<file path="src/rtl/psm_pkg.sv">
package psm_pkg;
  localparam int unsigned LANE_W = 8;

  typedef enum logic [1:0] {
    OP_WORD_LEFT   = 2'b00,
    OP_WORD_RIGHT  = 2'b01,
    OP_DWORD_LEFT  = 2'b10,
    OP_DWORD_RIGHT = 2'b11
  } psm_op_e;

  function automatic logic op_is_dword(input logic [1:0] op);
    return op[1];
  endfunction

  function automatic logic op_is_right(input logic [1:0] op);
    return op[0];
  endfunction
endpackage

</file>
<file path="src/rtl/psm_mask_gen.sv">
module psm_mask_gen
  import psm_pkg::*;
#(
  parameter int unsigned DATA_W = 64,
  localparam int unsigned LANES = DATA_W / LANE_W,
  localparam int unsigned OFS_W = $clog2(LANES),
  localparam int unsigned SH_W  = $clog2(DATA_W)
) (
  input  logic [1:0]        op,
  input  logic [OFS_W-1:0]  ofs,
  output logic [SH_W-1:0]   shamt,
  output logic [DATA_W-1:0] mask,
  output logic [LANES-1:0]  byte_en
);
  localparam int unsigned HALF_W = DATA_W / 2;

  logic [OFS_W-1:0]  idx;
  logic [OFS_W-1:0]  sel;
  logic [DATA_W-1:0] full;

  always_comb begin
    if (op_is_dword(op)) begin
      idx  = ofs;
      full = '1;
    end else begin
      idx  = {1'b0, ofs[OFS_W-2:0]};
      full = {{HALF_W{1'b0}}, {HALF_W{1'b1}}};
    end
    // right forms count from the opposite end of the container
    if (op_is_right(op)) begin
      sel = op_is_dword(op) ? ~idx : {1'b0, ~idx[OFS_W-2:0]};
    end else begin
      sel = idx;
    end
    shamt = SH_W'(sel) << $clog2(LANE_W);
    if (op_is_right(op)) mask = (full << shamt) & full;
    else                 mask = full >> shamt;
  end

  for (genvar g = 0; g < LANES; g++) begin : g_lane_en
    assign byte_en[g] = mask[g*LANE_W];
  end
endmodule

</file>
<file path="src/rtl/psm_merge.sv">
module psm_merge
  import psm_pkg::*;
#(
  parameter int unsigned DATA_W = 64,
  localparam int unsigned SH_W = $clog2(DATA_W)
) (
  input  logic [1:0]        op,
  input  logic [SH_W-1:0]   shamt,
  input  logic [DATA_W-1:0] mask,
  input  logic [DATA_W-1:0] reg_data,
  input  logic [DATA_W-1:0] old_data,
  output logic [DATA_W-1:0] merged
);
  localparam int unsigned HALF_W = DATA_W / 2;

  logic [DATA_W-1:0] src;
  logic [DATA_W-1:0] base;
  logic [DATA_W-1:0] shifted;

  always_comb begin
    if (op_is_dword(op)) begin
      src  = reg_data;
      base = old_data;
    end else begin
      src  = {{HALF_W{1'b0}}, reg_data[HALF_W-1:0]};
      base = {{HALF_W{1'b0}}, old_data[HALF_W-1:0]};
    end
    shifted = op_is_right(op) ? (src << shamt) : (src >> shamt);
    merged  = (base & ~mask) | (shifted & mask);
  end
endmodule

</file>
<file path="src/rtl/partial_store_merge.sv">
module partial_store_merge
  import psm_pkg::*;
#(
  parameter int unsigned ADDR_W = 64,
  parameter int unsigned DATA_W = 64,
  localparam int unsigned LANES = DATA_W / LANE_W,
  localparam int unsigned OFS_W = $clog2(LANES),
  localparam int unsigned SH_W  = $clog2(DATA_W)
) (
  input  logic              clk,
  input  logic              rst_n,
  input  logic              req_valid,
  input  logic [1:0]        req_op,
  input  logic [ADDR_W-1:0] req_addr,
  input  logic [DATA_W-1:0] req_reg,
  input  logic [DATA_W-1:0] req_old,
  input  logic              req_fault,
  output logic              wr_strobe,
  output logic [ADDR_W-1:0] wr_addr,
  output logic [DATA_W-1:0] wr_data,
  output logic [LANES-1:0]  wr_byte_en,
  output logic              store_exc
);
  localparam int unsigned HALF_LANES = LANES / 2;

  // reset: asserted asynchronously, released on a clock edge
  logic [1:0] rst_sync_q;
  logic       core_rst_n;

  always_ff @(posedge clk or negedge rst_n) begin
    if (!rst_n) rst_sync_q <= '0;
    else        rst_sync_q <= {rst_sync_q[0], 1'b1};
  end
  assign core_rst_n = rst_sync_q[1];

  logic [SH_W-1:0]   shamt;
  logic [DATA_W-1:0] mask;
  logic [LANES-1:0]  lane_en;
  logic [DATA_W-1:0] merged;

  psm_mask_gen #(.DATA_W(DATA_W)) u_mask_gen (
    .op      (req_op),
    .ofs     (req_addr[OFS_W-1:0]),
    .shamt   (shamt),
    .mask    (mask),
    .byte_en (lane_en)
  );

  psm_merge #(.DATA_W(DATA_W)) u_merge (
    .op       (req_op),
    .shamt    (shamt),
    .mask     (mask),
    .reg_data (req_reg),
    .old_data (req_old),
    .merged   (merged)
  );

  // next state
  logic              do_write;
  logic              do_exc;
  logic              addr_en;
  logic              data_en;
  logic [ADDR_W-1:0] addr_d;
  logic [LANES-1:0]  be_d;

  always_comb begin
    do_write = req_valid && !req_fault;
    do_exc   = req_valid && req_fault;
    addr_en  = req_valid;
    data_en  = do_write;
    addr_d   = req_addr;
    if (op_is_dword(req_op)) addr_d[OFS_W-1:0] = '0;
    else                     addr_d[OFS_W-2:0] = '0;
    be_d = do_write ? lane_en : '0;
  end

  // registers
  always_ff @(posedge clk or negedge core_rst_n) begin
    if (!core_rst_n) begin
      wr_strobe  <= 1'b0;
      store_exc  <= 1'b0;
      wr_byte_en <= '0;
      wr_addr    <= '0;
      wr_data    <= '0;
    end else begin
      wr_strobe  <= do_write;
      store_exc  <= do_exc;
      wr_byte_en <= be_d;
      if (addr_en) wr_addr <= addr_d;
      if (data_en) wr_data <= merged;
    end
  end

  // checks
  assert_strobe_exc_excl_R9: assert property (@(posedge clk) disable iff (!core_rst_n)
    !(wr_strobe && store_exc));

  assert_strobe_source_R8: assert property (@(posedge clk) disable iff (!core_rst_n)
    wr_strobe |-> $past(req_valid && !req_fault));

  assert_exc_source_R9: assert property (@(posedge clk) disable iff (!core_rst_n)
    store_exc |-> $past(req_valid && req_fault));

  assert_be_idle_zero_R7: assert property (@(posedge clk) disable iff (!core_rst_n)
    !wr_strobe |-> (wr_byte_en == '0));

  assert_be_nonempty_R7: assert property (@(posedge clk) disable iff (!core_rst_n)
    wr_strobe |-> (wr_byte_en != '0));

  assert_word_upper_lanes_R2: assert property (@(posedge clk) disable iff (!core_rst_n)
    (wr_strobe && !$past(req_op[1])) |-> (wr_byte_en[LANES-1:HALF_LANES] == '0));

  assert_addr_aligned_R1: assert property (@(posedge clk) disable iff (!core_rst_n)
    wr_strobe |-> (wr_addr[OFS_W-2:0] == '0));
endmodule

</file>
<file path="config.mk">
export PLATFORM = sky130hd
export DESIGN_NAME = partial_store_merge
export DESIGN_NICKNAME = d
export VERILOG_FILES = /design/src/rtl/psm_pkg.sv /design/src/rtl/psm_mask_gen.sv /design/src/rtl/psm_merge.sv /design/src/rtl/partial_store_merge.sv
export SDC_FILE = /design/constraint.sdc
export NUM_CORES = 1
export LEC_CHECK = 0
export BUFFER_PORTS_ARGS = -buffer_cell sky130_fd_sc_hd__buf_4
export CAP_MARGIN = 10
export CORE_MARGIN = 3
export CORE_UTILIZATION = 29
export DETAILED_ROUTE_END_ITERATION = 8
export GPL_TIMING_DRIVEN = 0
export SYNTH_ARGS = -nofsm -noshare
export SYNTH_HDL_FRONTEND = slang
export SYNTH_SLANG_ARGS = --single-unit
</file>
<file path="constraint.sdc">
create_clock -name clk -period 5.4 [get_ports clk]
set_clock_uncertainty 0.05 [all_clocks]
set_input_delay 0.27 -clock clk [delete_from_list [all_inputs] [get_ports clk]]
set_output_delay 0.27 -clock clk [all_outputs]
set_load 0.05 [all_outputs]
</file>
Word-level counts from Yosys, hierarchy flattened
Cells that the tools add are included.
{"block": "totals", "rom_bits": 0, "latch_bits": 0, "ram_bits": 0, "ff_bits": 138, "mem_count": 0, "wordCells": 30}
{"block": "classes", "eq_ne": 0, "muxes": 10, "n_reduce_logical": 3, "n_lt_le_gt_ge": 0, "n_mul": 0, "shifts": 4, "n_addsub": 0, "div": 0, "n_bitwise": 7}
{"operator": "64-bit two-way mux", "count": 5}
{"operator": "64-bit AND", "count": 3}
{"operator": "64-bit by 6-bit << shifter with 64-bit output", "count": 2}
{"operator": "64-bit by 6-bit right shift with 64-bit output", "count": 2}
{"operator": "64-bit NOT", "count": 1}
{"operator": "64-bit OR", "count": 1}
{"operator": "3-bit two-way mux", "count": 3}
{"operator": "8-bit two-way mux", "count": 1}
{"operator": "3-bit NOT", "count": 1}
{"operator": "1-bit logical AND", "count": 2}
{"operator": "2-bit NOT", "count": 1}
{"operator": "1-bit logical NOT", "count": 1}
{"operator": "1-bit two-way mux", "count": 1}

Longest topological paths before layout
{"block": "logic_depth", "ltp_word": 10, "mapped_depth": 10}

Modules after synthesis
From an unflattened synthesis, not the netlist that was laid out.
{"block": "unflattened", "hier_cells": 1692, "hier_area_um2": 16015.4}
{"mod": "psm_merge", "area_per_inst_um2": 9962.1, "seq_area_each_um2": 0.0, "cells_per_inst": 1301, "instances": 1}
{"mod": "partial_store_merge", "area_per_inst_um2": 5358.9, "seq_area_each_um2": 3453.3, "cells_per_inst": 295, "instances": 1}
{"mod": "psm_mask_gen", "area_per_inst_um2": 694.4, "seq_area_each_um2": 0.0, "cells_per_inst": 96, "instances": 1}

Worst setup path after synthesis
No wires, ideal clock.
{"block": "synth_timing", "path_kind": "input port to flip-flop", "startpoint": "input port req_addr[0]", "endpoint": "register wr_data[61]", "setup_time_ns": 0.126, "setup_slack_ns": 3.433, "arrival_time_ns": 1.791, "required_ns": 5.224, "cell_stages": 5, "cell_sequence": "buf_6 -> xor2_4 -> mux4_2 -> a22o_1 -> o32a_1"}
{"block": "synth_between", "elab_chain_cells": 10}
{"element": "start, declared", "line": "partial_store_merge.sv:14", "text": "input logic [ADDR_W-1:0] req_addr,"}
{"element": "3-bit two-way mux (*)", "line": "psm_mask_gen.sv:22", "text": "if (op_is_dword(op)) begin"}
{"element": "2-bit NOT or 3-bit NOT (tied branches)", "line": "psm_mask_gen.sv:31", "text": "sel = op_is_dword(op) ? ~idx : {1'b0, ~idx[OFS_W-2:0]};"}
{"element": "3-bit two-way mux", "line": "psm_mask_gen.sv:31"}
{"element": "3-bit two-way mux (*)", "line": "psm_mask_gen.sv:30", "text": "if (op_is_right(op)) begin"}
{"element": "64-bit by 6-bit << shifter with 64-bit output", "line": "psm_mask_gen.sv:36", "text": "if (op_is_right(op)) mask = (full << shamt) & full;"}
{"element": "64-bit AND", "line": "psm_mask_gen.sv:36"}
{"element": "64-bit two-way mux", "line": "psm_mask_gen.sv:36"}
{"element": "64-bit NOT", "line": "psm_merge.sv:29", "text": "merged = (base & ~mask) | (shifted & mask);"}
{"element": "64-bit AND", "line": "psm_merge.sv:29"}
{"element": "64-bit OR (*)", "line": "psm_merge.sv:29"}
{"element": "end signal, assigned", "line": "partial_store_merge.sv:90", "text": "if (data_en) wr_data <= merged;"}
{"element": "end, declared", "line": "partial_store_merge.sv:20", "text": "output logic [DATA_W-1:0] wr_data,"}
Mark *: on every way between the ends. The rest lies on a longest branch, timed or not.
A chain may end at the register's enable or synchronous reset.

Final worst setup path
{"block": "layout_timing", "startpoint": "input port req_fault", "endpoint": "register wr_data[15]"}
{"block": "layout_between", "elab_chain_cells": 2}
{"element": "start, declared", "line": "partial_store_merge.sv:17", "text": "input logic req_fault,"}
{"element": "1-bit logical NOT", "line": "partial_store_merge.sv:67", "text": "do_write = req_valid && !req_fault;"}
{"element": "1-bit logical AND", "line": "partial_store_merge.sv:67"}
No other way between the ends.

==> flow_summary.toml <==
[synthesis]
synth-simple-area-share_pct = 14.7
ys_async_sr_fraction_pct = 100
synthXorXnorAreaFrac_pct = 1.02
synth-edff-count = 0
ys_types = 89
netlist_instances = 1174
ys.flop_type = "dfrtp_1"
yosysWarnings = 0
muxShareOfSynthArea_pct = 17.6
synthAdderAreaFrac_pct = 0
synth_top_family_by_area = "compound AO/OA/AOI/OAI gates"
syn_area_per_cell_um2 = 8.97
synth_area_um2 = 10500
synth_seq_area_share_pct = 32.8
synth-compound-area-share_pct = 26.9
synth_seq_cells = 138

[power]
p_sw_mw = 1.85
finalPower_mw = 4.35
switching_share_pct = 42.6
seq_power_share_pct = 28.7
power_density_nw_per_um2 = 306
intPower_mw = 2.50
clkPwrFrac_pct = 29.9
ir_drop_uv = 208
power_frac_comb_pct = 41.3
leakagePower_nw = 6.15

[clocking]
cts_buffers = 17
cts.sinks = 138
cts-hold-fix-buffers = 1
cts_tree = "yes"
clk_pin_slew_ps = 70
insertion_delay_ps = 440
clock-root-buffer = "clkbuf_16"
cts-htree-levels = 4
post_cts_buffers = 0
ctsResizeCount = 0
clk_path_buf_depth = 2

[timing]
grt_setup_unrepaired = "false"
layout_worst_path_cycle_share_pct = 56.4
period_needed_ps = 3050
fmax_mhz = 328
setup_viol = 0
drv_slew = 0
slew-limit-headroom_pct = 2.18
worst_pin_slew_ps = 1450
finalHoldViolCount = 0
finalSetupTns_ps = 0

[grt]
grt_remaining_overflow = 0
grt_pass1_wl_mm = 95.7
grt_max_degree = 58
antenna_found_initial = 0
track_usage_pct = 34.8
grt_pass1_vias = 12800

[setup_path]
r2r.worst_path.cells = 2
crit_type = "in2reg"
slowest_delay_ps = 970
worstReg2RegEnd = "wr_data[63]"
r2r_setup_slack_ps = 4150
path_cells = "buf_4, nand2b_1, clkbuf_1, clkbuf_1, clkbuf_1, nor2_1, o2bb2ai_1, a31oi_1"
endpoint_kind = "register"
startpoint_type = "input pin"
r2r-start = "rst_sync_q[1]"
critical-path-slowest-cell = "clkbuf_1"
crit_arrival_ps = 3340
cp_max_fo = 10
cpMostUsedCell = "clkbuf_1"
crit_required_ps = 5690

[die]
io_pins = 336
coreArea_um2 = 35700
die_width_um = 197
start_util_pct = 29.5
row_count = 69
die_height_um = 197
fp.dieArea_um2 = 38600

[placement]
placed_area_um2 = 13600
place.gp.congestion = 1.02
post-place-cells = 1963
hpwlAfterDp_mm = 52.4
port_buffers = 325

[routing]
drt_wl_total_mm = 70.1
wl_per_cell_um = 35.1
drt_iter0_drc = 1924
drcViolationCount = 0
drt.antenna.violating_nets = 0
via_count = 13000
drt_first_pass_iters = 8
viasPerCell = 6.49

[final_layout]
drive_gt1_share_pct = 34.6
instances_no_fill = 1996
diodes = 0
area_growth_pct = 35.3
nets = 1721
fillerInstances = 3624
fin_area_um2 = 14200

[outcome]
violations = "max-capacitance violations"
status = "finished, violations left"

[job]
cap_violations = 1

[hold_path]
holdCritPathClass = "in2reg"
hp-start = "req_addr[26]"
holdPathStages = 2
hold_end = "wr_addr[26]"
-- layout make-up --
| class | instances | area [um^2] | share of cell area [%] |
|---|---|---|---|
| multi-input cells | 906 | 6350 | 44.6 |
| flip-flops and latches | 138 | 3460 | 24.3 |
| repair buffers | 329 | 2510 | 17.6 |
| plain buffers | 117 | 678 | 4.76 |
| well taps | 461 | 577 | 4.05 |
| clock buffers | 18 | 429 | 3.01 |
| clock inverters | 13 | 190 | 1.34 |
| inverters | 14 | 52.6 | 0.369 |
-- stage by stage --
step | utilization [%] | setup slack (ps) | hold WS (ps)
2_1_floorplan | - | 1220 | -75.6
3_3_place_gp | 38.0 | -574 | 2.52
3_5_place_dp | 38.2 | 1950 | 6.06
4_1_cts | 39.9 | 2400 | 6.93
5_1_grt | 39.9 | 2270 | 9.67
6_report | 39.9 | 2350 | 6.01
-- worst max-delay path by stage --
stage | startpoint | endpoint | slack (ps)
finish | req_fault | wr_data[15] | 2350
global route | req_fault | wr_data[15] | 2270
CTS | req_fault | wr_data[15] | 2400
detailed placement | req_fault | wr_data[15] | 1950
global placement | rst_sync_q[1] | wr_data[40] | -570
floorplan | rst_sync_q[1] | store_exc | 1220
-- power by group through the flow --
| stage | logic, mW | registers (mW) | clock network (mW) |
|---|---|---|---|
| finish | 1.80 | 1.25 | 1.30 |
| global route | 1.84 | 1.27 | 1.36 |
| CTS | 1.76 | 1.25 | 1.32 |
| detailed placement | 1.75 | 1.27 | 0 |
| global placement | 1.74 | 1.28 | 0 |
| floorplan | 0.557 | 1.73 | 0 |
-- state kept, by name, indices dropped and copies added, names as in the netlist --
name,flops
wr_addr,62
wr_data,64
wr_strobe,1
rst_sync_q,2
store_exc,1
wr_byte_en,8
-- worst max-delay path: cells and delay by family --
kind                   cells  cell delay (ps)
buffers and inverters      4             2260
AO/OA/AOI/OAI              2              480
AND/OR/NAND/NOR            2              320
-- layer usage --
layer	GRT usage, %	part of all wire (%)	vias up
li1	-	-	5166
met1	42.3	36	6270
met2	55.5	44	1207
met3	9.03	12	309
met4	21.1	7.4	0
met5	0	0	-
-- cell families (layout without fill, tap and decap cells) --
kind of cell / Yosys count / after routing
compound gates: 411 / 411
xor+xnor: 5 / 5
buf+inv: 131 / 491
flops: 138 / 138
mux: 160 / 160
other cells: 2 / 3
simple gates: 327 / 327
-- synth_stat cells (17+ instances only) --
master | n | area (um^2)
a221oi_1 | 37 | 324
a211oi_1 | 23 | 173
dfrtp_1 | 138 | 3450
clkbuf_1 | 51 | 191
o21ai_0 | 81 | 405
a31oi_1 | 32 | 200
o22ai_1 | 20 | 125
buf_2 | 34 | 170
mux2i_1 | 83 | 831
o221ai_1 | 20 | 175
nor3_1 | 36 | 180
a21oi_1 | 78 | 390
nand3_1 | 24 | 120
mux2_2 | 64 | 721
nand2b_1 | 17 | 106
nand2_1 | 119 | 447
buf_6 | 19 | 214
nor2_1 | 72 | 270
-- layout by cell type, fill, tap and decap left out, types with 23 or more instances in the layout --
cell / count
a31oi_1: 32
nand2_1: 119
mux2_2: 64
nor2_1: 72
mux2i_1: 83
dfrtp_1: 137
a221oi_1: 37
a21oi_1: 78
buf_2: 34
nand3_1: 24
clkbuf_1: 52
o21ai_0: 81
a211oi_1: 23
nor3_1: 36
buf_4: 332
No activity file was read; power rests on OpenSTA's default activity.
